<file path="config.mk">
export PLATFORM = sky130hd
export DESIGN_NAME = sync_queue
export DESIGN_NICKNAME = d
export VERILOG_FILES = /design/src/rtl/queue_pkg.sv /design/src/rtl/queue_ctrl.sv /design/src/rtl/queue_store.sv /design/src/rtl/queue_out.sv /design/src/rtl/sync_queue.sv
export SDC_FILE = /design/constraint.sdc
export NUM_CORES = 1
export LEC_CHECK = 0
export BUFFER_PORTS_ARGS = -buffer_cell sky130_fd_sc_hd__buf_2
export CAP_MARGIN = 25
export CORE_AREA = 4 4 94 69
export DETAILED_ROUTE_END_ITERATION = 6
export DIE_AREA = 0 0 98 73
export PLACE_DENSITY_LB_ADDON = 0.2
export SETUP_SLACK_MARGIN = 0.2
export SLEW_MARGIN = 30
export SYNTH_ARGS = -nofsm -noshare
export SYNTH_HDL_FRONTEND = slang
export SYNTH_SLANG_ARGS = --single-unit
</file>
<file path="constraint.sdc">
create_clock -name clk -period 5.4 [get_ports clk]
set_input_delay 0.81 -clock clk [delete_from_list [all_inputs] [get_ports clk]]
set_output_delay 0.81 -clock clk [all_outputs]
set_load 0.005 [all_outputs]
</file>
<file path="src/rtl/queue_pkg.sv">
package queue_pkg;

    // Width of an index into n slots, never below one bit.
    function automatic int idx_w(input int n);
        return (n > 1) ? $clog2(n) : 1;
    endfunction

    // Width of a counter that must reach n.
    function automatic int cnt_w(input int n);
        return $clog2(n + 1);
    endfunction

endpackage

</file>
<file path="src/rtl/queue_ctrl.sv">
module queue_ctrl #(
    parameter int DEPTH = 4,
    parameter bit PIPE  = 1'b1,
    parameter int PTR_W = queue_pkg::idx_w(DEPTH)
) (
    input  logic             clk,
    input  logic             rst,
    input  logic             push_en,
    input  logic             pop_en,
    output logic             push_ok,
    output logic             pop_ok,
    output logic             push_acc,
    output logic             pop_acc,
    output logic [PTR_W-1:0] wr_ptr,
    output logic [PTR_W-1:0] rd_ptr
);
    localparam int CNT_W = queue_pkg::cnt_w(DEPTH);
    localparam logic [CNT_W-1:0] FULL_CNT = CNT_W'(DEPTH);
    localparam logic [PTR_W-1:0] LAST_IDX = PTR_W'(DEPTH - 1);

    typedef struct packed {
        logic [PTR_W-1:0] wptr;
        logic [PTR_W-1:0] rptr;
        logic [CNT_W-1:0] fill;
    } ctrl_t;

    ctrl_t st_d, st_q;
    logic  full_d, empty_d;

    function automatic logic [PTR_W-1:0] step(input logic [PTR_W-1:0] p);
        return (p == LAST_IDX) ? '0 : p + 1'b1;
    endfunction

    always_comb begin
        st_d     = st_q;
        full_d   = (st_q.fill == FULL_CNT);
        empty_d  = (st_q.fill == '0);
        pop_ok   = !empty_d;
        push_ok  = !full_d || (PIPE && pop_en);
        pop_acc  = pop_en && pop_ok;
        push_acc = push_en && push_ok;
        if (push_acc) st_d.wptr = step(st_q.wptr);
        if (pop_acc)  st_d.rptr = step(st_q.rptr);
        unique case ({push_acc, pop_acc})
            2'b10:   st_d.fill = st_q.fill + 1'b1;
            2'b01:   st_d.fill = st_q.fill - 1'b1;
            default: st_d.fill = st_q.fill;
        endcase
    end

    always_ff @(posedge clk) begin
        if (rst) st_q <= '0;
        else     st_q <= st_d;
    end

    assign wr_ptr = st_q.wptr;
    assign rd_ptr = st_q.rptr;


    no_overflow_chk: assert property (@(posedge clk) disable iff (rst)
        st_q.fill <= FULL_CNT);


    fill_hold_chk: assert property (@(posedge clk) disable iff (rst)
        (push_acc == pop_acc) |=> $stable(st_q.fill));


    empty_pop_chk: assert property (@(posedge clk) disable iff (rst)
        (pop_en && !pop_ok) |=> $stable(st_q.rptr));


    full_push_chk: assert property (@(posedge clk) disable iff (rst)
        (push_en && !push_ok) |=> $stable(st_q.wptr));

endmodule

</file>
<file path="src/rtl/queue_store.sv">
module queue_store #(
    parameter int DATA_W = 8,
    parameter int DEPTH  = 4,
    parameter int PTR_W  = queue_pkg::idx_w(DEPTH)
) (
    input  logic              clk,
    input  logic              wr_en,
    input  logic [PTR_W-1:0]  wr_addr,
    input  logic [DATA_W-1:0] wr_data,
    input  logic [PTR_W-1:0]  rd_addr,
    output logic [DATA_W-1:0] rd_data
);
    logic [DATA_W-1:0] slot_q [DEPTH];

    for (genvar s = 0; s < DEPTH; s++) begin : g_slot
        always_ff @(posedge clk) begin
            if (wr_en && (wr_addr == PTR_W'(s))) slot_q[s] <= wr_data;
        end
    end

    // Combinational read: old contents remain visible during a write cycle.
    assign rd_data = slot_q[rd_addr];

endmodule

</file>
<file path="src/rtl/queue_out.sv">
module queue_out #(
    parameter int DATA_W = 8,
    parameter bit FWFT   = 1'b1
) (
    input  logic              clk,
    input  logic              rst,
    input  logic              pop_acc,
    input  logic [DATA_W-1:0] head,
    output logic [DATA_W-1:0] pop_data
);
    if (FWFT) begin : g_fall
        assign pop_data = head;
    end else begin : g_reg
        logic [DATA_W-1:0] dout_d, dout_q;

        always_comb begin
            dout_d = dout_q;
            if (pop_acc) dout_d = head;
        end

        always_ff @(posedge clk) begin
            if (rst) dout_q <= '0;
            else     dout_q <= dout_d;
        end

        assign pop_data = dout_q;


        dout_hold_chk: assert property (@(posedge clk) disable iff (rst)
            !pop_acc |=> $stable(dout_q));
    end

endmodule

</file>
<file path="src/rtl/sync_queue.sv">
module sync_queue #(
    parameter int DATA_W = 8,
    parameter int DEPTH  = 4,
    parameter bit PIPE   = 1'b1,
    parameter bit FWFT   = 1'b1
) (
    input  logic              clk,
    input  logic              rst,
    input  logic              push_en,
    input  logic [DATA_W-1:0] push_data,
    output logic              push_ok,
    input  logic              pop_en,
    output logic [DATA_W-1:0] pop_data,
    output logic              pop_ok
);
    localparam int PTR_W = queue_pkg::idx_w(DEPTH);

    logic             push_acc, pop_acc;
    logic [PTR_W-1:0] wr_ptr, rd_ptr;
    logic [DATA_W-1:0] head;

    queue_ctrl #(.DEPTH(DEPTH), .PIPE(PIPE), .PTR_W(PTR_W)) u_ctrl (
        .clk(clk), .rst(rst), .push_en(push_en), .pop_en(pop_en),
        .push_ok(push_ok), .pop_ok(pop_ok),
        .push_acc(push_acc), .pop_acc(pop_acc),
        .wr_ptr(wr_ptr), .rd_ptr(rd_ptr)
    );

    queue_store #(.DATA_W(DATA_W), .DEPTH(DEPTH), .PTR_W(PTR_W)) u_store (
        .clk(clk), .wr_en(push_acc), .wr_addr(wr_ptr), .wr_data(push_data),
        .rd_addr(rd_ptr), .rd_data(head)
    );

    queue_out #(.DATA_W(DATA_W), .FWFT(FWFT)) u_out (
        .clk(clk), .rst(rst), .pop_acc(pop_acc), .head(head),
        .pop_data(pop_data)
    );


    pipe_force_chk: assert property (@(posedge clk) disable iff (rst)
        (PIPE && pop_en) |-> push_ok);


    reset_empty_chk: assert property (@(posedge clk)
        (!rst && $past(rst)) |-> (!pop_ok && (push_ok || pop_en)));

endmodule

</file>
==> results by group, run 1 <==
Critical path
  • Critical-path cell list: buf_2 -> or4b_1 -> and2_4 -> inv_1 -> ha_1 -> inv_1 -> fa_1 -> xor2_1 -> or3_1 -> a21oi_1
  • WP depth: 10
  • Worst R2R Start: u_ctrl.st_q[0]
  • CP startpoint kind: input port
  • Most frequent CP cell: inv_1
  • Crit-path leading delay family: simple AND/OR/NAND/NOR gates
  • R2R setup slack: 2.78 ns
  • Buf/Inv on CP: 3
  • Crit path arrival time: 3.05 ns
  • CP Launch Point: pop_en
  • WS Path Type: in -> reg
  • Kind of end point of the critical path: flop
  • Largest fanout on the critical path: 8
  • Worst Path Required: 5.62 ns
  • R2R cell count: 9
  • Critical Path Slowest Stage Cell: or4b_1
  • CP peak stage delay: around 0.58 ns

STA
  • Fin crit share: 52.4%
  • Final Hold Vio Count: 0
  • Max-Slew Margin vs Limit: around 62%
  • Setup violations, final: 0
  • Fmax achieved: 354 MHz
  • Clock Skew: 0.00274 ns
  • Slew Limit Fails: 0
  • Setup TNS: 0 ns
  • Unrepaired setup endpoints after global routing: no
  • Worst-Margin Slew: around 0.57 ns
  • Fin crit period: roughly 2.8 ns

Run
  • Max Cap Viol: 0

Cells and area
  • Layout filler cell count: between 500 and 600
  • Ant diodes: 0
  • Final Instance Area: approximately 1900 um2
  • Layout area overhead: 16.1%
  • Layout Nets: 137
  • Share of cells above drive strength 1: 32.8%

Synthesis
  • Largest family of logic cells by synthesized area: multiplexers
  • Net Count, Synth: approximately 110
  • Post-synthesis simple-gate area fraction: under 10%
  • Fraction of the mapped netlist area in adder cells: under 10%
  • Unique masters post-synth: 24
  • Top cells by area, synth: edfxtp_1, dfxtp_1, mux4_2
  • Leading area contributor after synthesis: edfxtp_1
  • Ys flop type: edfxtp_1
  • Syn Area/Cell: approximately 17 um2
  • Post-synthesis compound-gate area fraction: under 10%
  • Most numerous cell in the Yosys netlist: edfxtp_1
  • Asr flop ratio synth: 0%
  • Count of warnings emitted by yosys: 0
  • Synth top cells by count: edfxtp_1, dfxtp_1, mux4_2
  • Post-synthesis register bit count: between 40 and 50
  • Syn Inst Count: 94
  • Post-synth top area share: between 50% and 60%
  • Post-synthesis sequential area ratio: between 60% and 70%
  • Xor/xnor share of the synthesized area: roughly 1.1%
  • Fraction of synthesized area in multiplexers: between 10% and 20%
  • Number of enable flip-flop cells after synthesis: 32
  • Post-synthesis instance area: 1640 um2

Drt
  • Via count: 828
  • Drt drc: 0
  • DRT Wirelength: about 2800 um
  • Drt wl/cell: ~14 um
  • Via-per-instance ratio: around 4.3
  • Post-route ant nets: 0
  • DRT iter0 DRCs: 44
  • Drt pass-1 iters: 4

Clock network
  • CTS root buf: clkbuf_8
  • # H-tree levels: 2
  • CTS tree: yes
  • Setup Fix Bufs, Post-CTS: 0
  • Hold-fix buffers, CTS: 0
  • Worst skew pair latency: 0.29 ns
  • Maximum root-to-sink buffer count: 2
  • Clock transition at path regs: 0.07 ns
  • CTS Buf Count: 5
  • Clock sink count: 41
  • CTS-repair resized insts: 0

Pwr
  • Psw: 209 uW
  • Combinational Power Share: about a fifth
  • Final Power: roughly 760 uW
  • Power per cell area: between 400 and 500 nW/um2
  • Peak supply drop: 0.0999 mV
  • Sequential share of power: around 54%
  • Leak pwr: between 0.0006 and 0.0007 uW
  • Int Pwr: approximately 550 uW
  • Clock group share of total power: between 20 and 25%
  • Switching Fraction: 27.4%

Status
  • Status: complete, no violations

Worst hold path
  • Type of the most critical hold path: reg -> reg
  • Hold-critical path depth: 2
  • Hold Path Origin: u_ctrl.rd_ptr[0]

Floorplan
  • # rows: 23
  • Die ar.: ~7000 um2
  • Die X: ~98 um
  • Vert. Die Dim: ~73 um
  • Top Ports: 22
  • Core area: around 5600 um2
  • Initial core utilization: roughly 29%

GRT
  • Number of global-route vias before repair: slightly above 900
  • GRT Overall Usage: 8.64%
  • Initial antenna violation count: 0
  • First-pass GRT wire length: approximately 4500 um
  • Grt total ovfl: 0
  • Largest net degree at the start of global routing: 13

Placed design
  • IO buf count: 21
  • GP Congestion: about 0.59
  • Dpl cell area: ~1800 um2
  • Placed wire-length estimate: between 1500 and 2000 um
## through the flow
| step | util, % | hold slack (ns) | std cells | worst slack, ns |
|---|---|---|---|---|
| global route | 33.9 | 0.529 | 194 | 2.41 |
| finish | 33.9 | 0.503 | 194 | 2.57 |
| detailed placement | 32.5 | 0.495 | 186 | 2.25 |
| global placement | 32.5 | 0.478 | 186 | 2.35 |
| floorplan | - | 0.463 | 94 | 2.49 |
| CTS | 33.9 | 0.507 | 194 | 2.58 |
## power groups by stage
stage / sequential (uW) / clock [uW] / combinational (uW)
6_report: 411 / 190 / 163
5_1_grt: 418 / 211 / 183
4_1_cts: 413 / 198 / 167
3_5_place_dp: 419 / 0 / 167
3_3_place_gp: 418 / 0 / 160
2_1_floorplan: 396 / 0 / 129
## routing by layer
layer | vias to the layer above | track usage (%) | wire, um
met4 | 0 | 6.45 | 91
met3 | 8 | 2.58 | 110
met5 | - | 0 | 0
li1 | 402 | - | -
met2 | 14 | 13.7 | 1340
met1 | 404 | 10.0 | 1210
## flip-flops by register name (all words and copies together), names as in the netlist, named ones only
signal / flops
u_ctrl.wr_ptr: 2
u_store.slot_q: 32
u_ctrl.st_q: 3
u_ctrl.rd_ptr: 2
## cell families after synthesis
family,count (synthesis)
adder cells (fa/ha/maj),7
multiplexers,9
AND/OR/NAND/NOR,17
buffers and inverters,11
flip-flops,41
XOR/XNOR,2
AO/OA/AOI/OAI,7
## worst register-to-register path, stage by stage, from the launching register on
cell	delay, ns
dfxtp_1	0.35
or4b_1	0.65
and2_4	0.23
inv_1	0.05
ha_1	0.17
inv_1	0.07
fa_1	0.42
xor2_1	0.16
or3_1	0.31
a21oi_1	0.14
## area by class of cell
class | instances | area, um2 | area share [%]
multi-input combinational | 42 | 455 | 23.9
tap | 75 | 93.8 | 4.93
clock buffer | 6 | 72.6 | 3.81
clock inverter | 2 | 10.0 | 0.526
timing repair buffer | 21 | 105 | 5.52
inverter | 7 | 26.3 | 1.38
sequential | 41 | 1140 | 59.9
## path summary, 6_finish.rpt
kind,to
worst max-delay path,u_ctrl.st_q[2]
worst min-delay path,u_ctrl.rd_ptr[0]
worst max register to register,u_ctrl.st_q[2]
worst min register to register,u_ctrl.rd_ptr[0]
## cell usage in the layout, fill, tap and decap left out
cell type and count:
fa_1 1, dfxtp_1 9, and3_1 4, nand2_1 1, and2_4 1, a21oi_1 3, o21ai_0 1, mux4_2 8
or3_1 3, nor3_1 1, nand3_1 1, clkbuf_8 5, o31ai_1 1, nor2_1 4, clkinv_2 2, inv_1 7
buf_2 21, o31ai_2 2, xor2_1 2, mux2i_1 1, nand4b_1 1, ha_1 6, or4b_1 1, clkbuf_1 1
edfxtp_1 32
No activity file was read; power rests on OpenSTA's default activity.
==> run 2, diff against run 1 <==
clock period = 2.56 ns   (was 5.4 ns; I/O delays follow)
==> results by group, run 2 (synthesis gave the netlist of run 1 again) <==
Pwr
  • Clock group share of total power: approximately 29%
  • Peak supply drop: about 0.22 mV
  • Power per cell area: about 890 nW/um2
  • Switching Fraction: between 20% and 30%
  • Leak pwr: around 0.0007 uW
  • Combinational Power Share: 21.4%
  • Int Pwr: approximately 1300 uW
  • Psw: approximately 450 uW
  • Sequential share of power: 50.0%

GRT
  • Initial antenna violation count: 0
  • Largest net degree at the start of global routing: 14
  • GRT Overall Usage: slightly above 9%
  • Grt total ovfl: 0
  • Met2 GRT Util: 13.5%
  • Grt met1 use: between 10% and 20%
  • Met3 Track Usage GR: roughly 5%
  • First-pass GRT wire length: 4700 um
  • Global route hottest layer: met2
  • Number of global-route vias before repair: 917

Placed design
  • Cells after DPL: ~190
  • Placed wire-length estimate: around 2000 um
  • IO buf count: 21
  • GP Congestion: around 0.75

Clock network
  • CTS root buf: clkbuf_8
  • CTS tree: yes
  • Clock sink count: 41
  • # H-tree levels: 2
  • Maximum root-to-sink buffer count: 2
  • Worst skew pair latency: 0.29 ns
  • Clock transition at path regs: 0.07 ns
  • CTS Buf Count: 5
  • Hold-fix buffers, CTS: 0

STA
  • Setup violations, final: 0
  • Final Hold Vio Count: 0
  • Max-Slew Margin vs Limit: ~63%
  • Clock Skew: 0.00314 ns
  • Setup TNS: 0 ns
  • Worst-Margin Slew: 0.552 ns
  • Fin crit share: between 80 and 90%
  • Fin crit period: between 2 and 2.5 ns
  • Fmax achieved: between 400 and 500 MHz
  • Unrepaired setup endpoints after global routing: no
  • Slew Limit Fails: 0

Drt
  • Via-per-instance ratio: around 4.4
  • Post-route ant nets: 0
  • DRT Wirelength: 2820 um
  • Drt pass-1 iters: 4
  • Drt drc: 0
  • Via count: around 860
  • DRT iter0 DRCs: 54
  • Drt wl/cell: approximately 14 um

Status
  • Status: complete, no violations

Critical path
  • Crit path arrival time: about 2.5 ns
  • Largest fanout on the critical path: 5
  • Worst Path Required: approximately 2.8 ns
  • Critical Path Slowest Stage Cell: or4b_4
  • CP startpoint kind: flop
  • Buf/Inv on CP: 2
  • Kind of end point of the critical path: flop
  • Most frequent CP cell: inv_2
  • CP peak stage delay: ~0.52 ns
  • WS Path Type: reg -> reg
  • Critical-path cell list: or4b_4 -> and2_4 -> inv_2 -> ha_4 -> inv_2 -> fa_2 -> xor2_1 -> or3_1 -> a21oi_1
  • Crit-path leading delay family: simple AND/OR/NAND/NOR gates

Cells and area
  • Area of the multi-input gates: about 470 um2
  • Layout area overhead: 19.5%
  • Largest registers: u_store.slot_q x32, u_ctrl.st_q x3
  • Max reg flops: 32
  • Ant diodes: 0
  • Final instance count without filler cells: between 150 and 200
  • Reg area: between 1000 and 1500 um2
  • Final core occ: between 30% and 40%
  • Layout filler cell count: 552
  • Share of cells above drive strength 1: 39.2%
  • Layout Nets: about 140
  • Reg with most FFs: u_store.slot_q
  • Most frequent cells in the layout: edfxtp_1, buf_2, mux4_2
  • Most common cell after layout, fill and taps aside: edfxtp_1

Worst hold path
  • Type of the most critical hold path: in -> reg

Floorplan
  • Initial core utilization: 29.2%
  • Core area: 5610 um2
  • Vert. Die Dim: between 70 and 80 um
  • Die X: ~98 um
  • Die ar.: between 7000 and 8000 um2
  • # rows: 23
  • Top Ports: 22

Run
  • Max Cap Viol: 0
==> run 2: changes by cell type in the layout (fill, tap and decap cells not counted) <==
cell,delta
dfxtp_4,+1
inv_2,+2
clkinv_2,-1
dfxtp_1,-2
ha_1,-1
fa_1,-1
ha_4,+1
dfxtp_2,+1
or4b_4,+1
buf_4,+1
fa_2,+1
bufinv_16,+1
inv_1,-2
or4b_1,-1
==> run 2: final cells by class <==
type                       count  share of cell area [%]
clock buffer                   6                    3.70
clock inverter                 2                    1.79
inverter                       7                    1.34
multi-input combinational     42                    24.2
sequential                    41                    58.5
tap                           75                    4.79
timing repair buffer          22                    5.74
==> run 2: final timing paths <==
kind,start,to,slack [ns],depth (start not counted)
worst max-delay path,u_ctrl.st_q[1],u_ctrl.st_q[2],0.30,9
worst min-delay path,push_data[4],u_store.slot_q[3][4],0.31,1
worst max register to register,u_ctrl.st_q[1],u_ctrl.st_q[2],0.30,9
worst min register to register,u_ctrl.st_q[2],u_ctrl.st_q[2],0.51,2
==> run 2: per-layer routing <==
metal	part of all wire, %	vias up
li1	-	407
met1	45	432
met2	46	15
met3	6.8	5
met4	1.8	0
met5	0	-
==> run 2: power by group through the flow <==
| stage | Clock (uW) | Combinational (uW) | Sequential [uW] |
|---|---|---|---|
| CTS | 517 | 368 | 869 |
| global placement | 0 | 352 | 881 |
| finish | 498 | 373 | 870 |
| floorplan | 0 | 284 | 836 |
| global route | 549 | 421 | 888 |
| detailed placement | 0 | 364 | 885 |
==> run 2: repair_timing <==
item,4_1_cts,5_1_grt
gates resized for setup,0,5
pin swaps,1,2
endpoints found under the setup margin,1,1
buffers inserted,1,0
==> run 2: metrics by stage <==
| stage | instance area [um2] | worst slack (ns) | hold WS [ns] | power [uW] |
|---|---|---|---|---|
| 3_3_place_gp | 1830 | 0.139 | 0.475 | 1230 |
| 6_report | 1960 | 0.295 | 0.305 | 1740 |
| 2_1_floorplan | 1660 | 0.216 | 0.463 | 1120 |
| 5_1_grt | 1960 | 0.209 | 0.287 | 1860 |
| 4_1_cts | 1950 | 0.239 | 0.290 | 1750 |
| 3_5_place_dp | 1830 | 0.0836 | 0.510 | 1250 |
